`config.mk`:
```
export PLATFORM = sky130hd
export DESIGN_NAME = baud_tick_gen
export DESIGN_NICKNAME = d
export VERILOG_FILES = /design/src/rtl/baud_pkg.sv /design/src/rtl/baud_cfg_regs.sv /design/src/rtl/baud_prescaler.sv /design/src/rtl/baud_bit_phase.sv /design/src/rtl/baud_tick_gen.sv
export SDC_FILE = /design/constraint.sdc
export NUM_CORES = 1
export LEC_CHECK = 0
export BUFFER_PORTS_ARGS = -buffer_cell sky130_fd_sc_hd__buf_2
export CORE_UTILIZATION = 53
export DETAILED_ROUTE_END_ITERATION = 10
export HOLD_SLACK_MARGIN = 0.15
export MAX_ROUTING_LAYER = met4
export PLACE_DENSITY = 0.7
export SETUP_SLACK_MARGIN = 0.02
export SLEW_MARGIN = 5
export SYNTH_ARGS = -nofsm -noshare
export SYNTH_HDL_FRONTEND = slang
export SYNTH_SLANG_ARGS = --single-unit
export TNS_END_PERCENT = 1
```
`constraint.sdc`:
```
create_clock -name clk -period 9.4 [get_ports clk]
set_input_delay 1.41 -clock clk [delete_from_list [all_inputs] [get_ports clk]]
set_output_delay 1.41 -clock clk [all_outputs]
set_load 0.03 [all_outputs]
```
`src/rtl/baud_pkg.sv`:
```
package baud_pkg;
   localparam int REG_AW = 3;
   typedef logic [REG_AW-1:0] reg_addr_t;

   // register map
   localparam reg_addr_t A_CTRL  = 3'd0;
   localparam reg_addr_t A_DIVLO = 3'd1;
   localparam reg_addr_t A_DIVHI = 3'd2;
   localparam reg_addr_t A_MODE  = 3'd3;
   localparam reg_addr_t A_SPAN  = 3'd4;
   localparam reg_addr_t A_SMPPT = 3'd5;

   localparam int         CTRL_LATCH_BIT = 7;
   localparam logic [1:0] MODE_FAST      = 2'd3;
endpackage

```
`src/rtl/baud_cfg_regs.sv`:
```
module baud_cfg_regs
   import baud_pkg::*;
#(
   parameter int DIV_W    = 16,
   parameter int CNT_W    = 8,
   parameter int SPAN_RST = 15,
   parameter int SP_RST   = 7
) (
   input  logic             clk,
   input  logic             rst,
   input  logic             wr_en,
   input  reg_addr_t        wr_addr,
   input  logic [7:0]       wr_data,
   input  logic             commit,
   output logic [DIV_W-1:0] act_div,
   output logic             act_fast,
   output logic [CNT_W-1:0] act_span,
   output logic [CNT_W-1:0] act_sp
);
   localparam int HI_W = DIV_W - 8;

   logic             latch_en;
   logic [DIV_W-1:0] div_sh;
   logic [1:0]       mode_sh;
   logic [CNT_W-1:0] span_sh;
   logic [CNT_W-1:0] sp_sh;

   always_ff @(posedge clk) begin
      if (rst) begin
         latch_en <= 1'b0;
         div_sh   <= DIV_W'(1);
         mode_sh  <= 2'd0;
         span_sh  <= CNT_W'(SPAN_RST);
         sp_sh    <= CNT_W'(SP_RST);
         act_div  <= DIV_W'(1);
         act_fast <= 1'b0;
         act_span <= CNT_W'(SPAN_RST);
         act_sp   <= CNT_W'(SP_RST);
      end else begin
         if (wr_en) begin
            case (wr_addr)
               A_CTRL:  latch_en <= wr_data[CTRL_LATCH_BIT];
               A_DIVLO: if (latch_en) div_sh[7:0] <= wr_data;
               A_DIVHI: if (latch_en) div_sh[DIV_W-1:8] <= wr_data[HI_W-1:0];
               A_MODE:  mode_sh <= wr_data[1:0];
               A_SPAN:  span_sh <= wr_data[CNT_W-1:0];
               A_SMPPT: sp_sh   <= wr_data[CNT_W-1:0];
               default: ;
            endcase
         end
         if (commit) begin
            act_div  <= div_sh;
            act_fast <= (mode_sh == MODE_FAST);
            act_span <= span_sh;
            act_sp   <= sp_sh;
         end
      end
   end
endmodule

```
`src/rtl/baud_prescaler.sv`:
```
module baud_prescaler #(
   parameter int DIV_W = 16
) (
   input  logic             clk,
   input  logic             rst,
   input  logic             clear,
   input  logic [DIV_W-1:0] div,
   output logic             tick,
   output logic [DIV_W-1:0] pre_cnt
);
   logic [DIV_W-1:0] div_eff;
   logic             at_end;

   assign div_eff = (div == '0) ? DIV_W'(1) : div;
   assign at_end  = (pre_cnt == div_eff - DIV_W'(1));
   assign tick    = !rst && at_end;

   always_ff @(posedge clk) begin
      if (rst || clear)  pre_cnt <= '0;
      else if (at_end)   pre_cnt <= '0;
      else               pre_cnt <= pre_cnt + DIV_W'(1);
   end
endmodule

```
`src/rtl/baud_bit_phase.sv`:
```
module baud_bit_phase #(
   parameter int CNT_W      = 8,
   parameter int LEGACY_OVS = 16,
   parameter int LEGACY_SMP = 7
) (
   input  logic             clk,
   input  logic             rst,
   input  logic             clear,
   input  logic             tick,
   input  logic             fast,
   input  logic [CNT_W-1:0] span,
   input  logic [CNT_W-1:0] smp_pt,
   output logic [CNT_W-1:0] bit_idx,
   output logic             wrap,
   output logic             smp
);
   logic [CNT_W-1:0] last_idx;
   logic [CNT_W-1:0] pick_idx;

   assign last_idx = fast ? span   : CNT_W'(LEGACY_OVS - 1);
   assign pick_idx = fast ? smp_pt : CNT_W'(LEGACY_SMP);
   assign wrap     = tick && (bit_idx == last_idx);
   assign smp      = tick && (bit_idx == pick_idx);

   always_ff @(posedge clk) begin
      if (rst || clear) bit_idx <= '0;
      else if (wrap)    bit_idx <= '0;
      else if (tick)    bit_idx <= bit_idx + CNT_W'(1);
   end
endmodule

```
`src/rtl/baud_tick_gen.sv`:
```
module baud_tick_gen
   import baud_pkg::*;
#(
   parameter int DIV_W      = 16,
   parameter int CNT_W      = 8,
   parameter int LEGACY_OVS = 16,
   parameter int LEGACY_SMP = 7
) (
   input  logic       clk,
   input  logic       rst,
   input  logic       wr_en,
   input  logic [2:0] wr_addr,
   input  logic [7:0] wr_data,
   input  logic       rx_start,
   output logic       tx_bit_stb,
   output logic       rx_smp_stb
);
   generate
      if (DIV_W < 9 || DIV_W > 16) begin : g_bad_div
         $error("DIV_W must lie in 9..16");
      end
      if (CNT_W < 2 || CNT_W > 8) begin : g_bad_cnt
         $error("CNT_W must lie in 2..8");
      end
      if (LEGACY_OVS > (1 << CNT_W) || LEGACY_SMP >= LEGACY_OVS) begin : g_bad_ovs
         $error("standard oversampling does not fit CNT_W");
      end
   endgenerate

   logic [DIV_W-1:0] act_div;
   logic             act_fast;
   logic [CNT_W-1:0] act_span;
   logic [CNT_W-1:0] act_sp;
   logic [DIV_W-1:0] pre_cnt;
   logic [CNT_W-1:0] bit_idx;
   logic             tick, wrap, smp, commit;

   assign tx_bit_stb = wrap && !rx_start;
   assign rx_smp_stb = smp && !rx_start;
   assign commit     = tx_bit_stb;

   baud_cfg_regs #(
      .DIV_W(DIV_W), .CNT_W(CNT_W),
      .SPAN_RST(LEGACY_OVS - 1), .SP_RST(LEGACY_SMP)
   ) u_cfg (
      .clk(clk), .rst(rst), .wr_en(wr_en), .wr_addr(wr_addr),
      .wr_data(wr_data), .commit(commit), .act_div(act_div),
      .act_fast(act_fast), .act_span(act_span), .act_sp(act_sp)
   );

   baud_prescaler #(.DIV_W(DIV_W)) u_pre (
      .clk(clk), .rst(rst), .clear(rx_start), .div(act_div),
      .tick(tick), .pre_cnt(pre_cnt)
   );

   baud_bit_phase #(
      .CNT_W(CNT_W), .LEGACY_OVS(LEGACY_OVS), .LEGACY_SMP(LEGACY_SMP)
   ) u_phase (
      .clk(clk), .rst(rst), .clear(rx_start), .tick(tick),
      .fast(act_fast), .span(act_span), .smp_pt(act_sp),
      .bit_idx(bit_idx), .wrap(wrap), .smp(smp)
   );
endmodule

```
==> summary.md <==
| Metric | Value |
|---|---|
| Synth warn | 0 |
| Number of global-route vias before repair | 3502 |
| EDFF count, synth | 0 |
| Pre-Repair DR Iteration Count | 6 |
| TritonCTS Sinks | 92 |
| Mapped Cells | 568 |
| Dpl ws | 4.10 ns |
| Leak pwr | 1.73 nW |
| Final TNS setup | 0 ns |
| Hold-fix buffers at CTS | 0 |
| Largest net degree at the start of global routing | 106 |
| Netlist cell types | 59 |
| Final Hold Viols | 0 |
| Drt first-iter violations | 194 |
| Port bufs | 16 |
| Fin crit period | 5.71 ns |
| Slew margin rel. | 0.375 |
| Clk pwr share | 0.409 |
| Count of pins over their slew limit | 0 |
| VDD IR-drop max | 104 uV |
| Bufs and invs on worst path | 1 |
| Remaining DRCs | 0 |
| Max incr delay on CP | 0.66 ns |
| Worst Setup End Kind | output port |
| Outcome | finished clean |
| Cells along the critical path | or4_4 > nor4_1 > a21oi_1 > ha_1 > or3b_1 > a21oi_1 > a221oi_1 > o22ai_1 > or4_4 > or4_1 > nor3_2 > buf_2 |
| Area grow syn2layout | 6.34% |
| Clock Path Buffers | 2 |
| Power Internal | 0.539 mW |
| # diodes | 0 |
| RSZ-0062 raised after global routing | false |
| Multi-input logic area | 0.00285 mm^2 |
| Design area | 0.00522 mm^2 |
| Sequential share of power | 0.554 |
| Synth top area share | 0.375 |
| Fill count | 786 |
| Num ports | 17 |
| Final WS setup | 3.69 ns |
| Initial antenna violation count | 0 |
| Vias per Instance | 5.66 |
| Max-Cap Viols | 0 |
| Power Density | 136 mW/mm^2 |
| Hold path depth | 2 |
| Crit Path Class | register to output port |
| ANT nets after route | 0 |
| CTS Buf Count | 9 |
| DP Wirelength | 7190 um |
| Hold slack | 0.463 ns |
| Worst R2R Path Depth | 11 |
| Period utilization | 0.608 |
| Placed Area | 0.00501 mm^2 |
| CP Max Fanout | 12 |
| Worst path depth | 12 |
| Final setup vio count | 0 |
| Layout cells sized above 1 | 0.0911 |
| GRT overflow | 0 |
| Asr flop ratio synth | 0 |
| Routed wire length | 10400 um |
| Syn avg cell area | 8.65 um^2 |
| Post-layout power | 0.711 mW |
| Clk_skew | 0.0141 ns |
| Syn_nets | 586 |
| End of the critical path | rx_smp_stb |
| GRT Util Overall | 0.235 |
| Combinational Power Share | 0.037 |
| Setup crit start | u_cfg.act_div[0] |
| Ys flop type | dfxtp_1 |
| Switching power total | 0.172 mW |
| Die ar. | 0.00966 mm^2 |
| Register Area | 0.00184 mm^2 |
| Placed insts | 663 |
| Wire per inst | 15.3 um |
| Layout Utilization | 0.590 |
| R2R setup slack | 5.08 ns |
| Core area | 0.00885 mm^2 |
| H-Tree Level Count | 3 |
| Worst Path Arrival | 4.30 ns |
| WP data required | 7.99 ns |
| Clock root cell | clkbuf_8 |
| Switching part of the total | 0.242 |
| CTS tree | built |
| Worst R2R End | u_phase.bit_idx[0] |
| Most area-consuming cells after synthesis | dfxtp_1 38%, mux2i_1 12%, nand2b_1 6.5%, nor2_1 5.9%, xnor2_1 5.0% |
| FP Rows | 34 |
| Non-Filler Instances | 679 |
| Starting density of the core | 0.555 |
| Max Freq | 175 MHz |
| Worst path slowest cell | or4_4 |
| Sequential share of the synthesized area | 0.375 |
| Worst setup SP type | register |
| Via count | 3846 |
| Placer Congestion | 0.861 |
| Seq cells post-synth | 92 |
| DIE WIDTH | 98.3 um |
| Die Y | 98.3 um |
| Worst-margin pin slew | 0.934 ns |
| Resize count post-CTS | 0 |
| Leading area contributor after synthesis | dfxtp_1 |
| FF-to-FF Start | u_cfg.act_div[0] |
| Later-pin clock latency in the skew report | 0.37 ns |
| Post-CTS setup buffers | 0 |
| Post-synth design cell area | 0.00491 mm^2 |
| Commonest cells after routing, fill and taps aside | 92 x dfxtp_1, 77 x nor2_1, 57 x mux2i_1, 51 x nand2b_1, 39 x nand2_1 |
| Worst-path clk slew | 0.09 ns |
| Commonest non-fill, non-tap cell in the layout | dfxtp_1 |
| First-pass GRT wire length | 17700 um |
| Hold/Removal Path Class | register to register |
| Family with the most delay on the worst path | simple AND/OR/NAND/NOR gates |
| NumNets Final | 584 |
==> Yosys cell counts, types with 5 or more instances <==
cell type / count
a211o_1: 5
a21oi_1: 21
and3_1: 7
clkbuf_1: 24
dfxtp_1: 92
inv_1: 18
mux2i_1: 57
nand2_1: 39
nand2b_1: 51
nand3_1: 17
nand4_1: 5
nor2_1: 77
nor2b_1: 7
nor3_1: 15
nor4_1: 8
nor4b_1: 5
o221ai_1: 5
o2bb2ai_1: 6
or4_1: 5
xnor2_1: 28
xor2_1: 9
==> routing by layer <==
metal | vias up | GRT usage | part of all wire | wire length [um]
met5 | - | - | 0 | 0
met4 | 0 | 0.0448 | 0.0061 | 63
met3 | 7 | 0.0372 | 0.040 | 414
met2 | 75 | 0.346 | 0.43 | 4430
met1 | 1788 | 0.342 | 0.53 | 5510
li1 | 1976 | - | - | -
==> power groups by stage <==
stage	sequential [mW]	clock [mW]	combinational [mW]
3_3_place_gp	0.403	0	0.0261
2_1_floorplan	0.402	0	0.0168
6_report	0.394	0.291	0.0263
4_1_cts	0.394	0.295	0.0265
3_5_place_dp	0.403	0	0.0263
5_1_grt	0.394	0.311	0.0289
==> state kept, by name, indices dropped and copies added, names as in the netlist <==
name	flops
u_cfg.act_div	16
u_cfg.act_fast	1
u_cfg.act_sp	8
u_cfg.act_span	8
u_cfg.div_sh	16
u_cfg.latch_en	1
u_cfg.mode_sh	2
u_cfg.sp_sh	8
u_cfg.span_sh	8
u_phase.bit_idx	8
u_pre.pre_cnt	16
==> layout make-up <==
class,count,area share
inverter,18,0.0129
clock buffer,10,0.0264
sequential,92,0.353
clock inverter,6,0.0149
multi-input combinational,425,0.546
tap,108,0.0259
timing repair buffer,20,0.0211
==> worst reg2reg max path, stage by stage (launching register included) <==
cell and delay (ns):
dfxtp_1 0.38, or4_4 0.58, nor4_1 0.26, a21oi_1 0.11, ha_1 0.25, or3b_1 0.25
a21oi_1 0.09, a221oi_1 0.30, o22ai_1 0.13, or4_4 0.66, o41ai_4 0.86, a2bb2o_1 0.33
==> kinds of logic (layout without fill, tap and decap cells) <==
family,count (synthesis),in the layout,synth area share
DFF,92,92,0.375
xor gates and xnor gates,37,37,0.0660
buffers and inverters,51,54,0.0459
muxes,57,57,0.116
adders and majority gates,3,3,0.00764
AOI/OAI and AO/OA,64,64,0.100
and+or+nand+nor,264,264,0.289
==> how the worst min path moves through the flow <==
stage / from / to
after detailed placement: u_cfg.sp_sh[6] / u_cfg.sp_sh[6]
after floorplan: u_cfg.sp_sh[3] / u_cfg.sp_sh[3]
final: u_cfg.sp_sh[6] / u_cfg.sp_sh[6]
after CTS: u_cfg.sp_sh[6] / u_cfg.sp_sh[6]
after global routing: u_cfg.sp_sh[3] / u_cfg.sp_sh[3]
after global placement: u_cfg.sp_sh[7] / u_cfg.sp_sh[7]
Note: power is estimated with default switching activity, not from simulation.
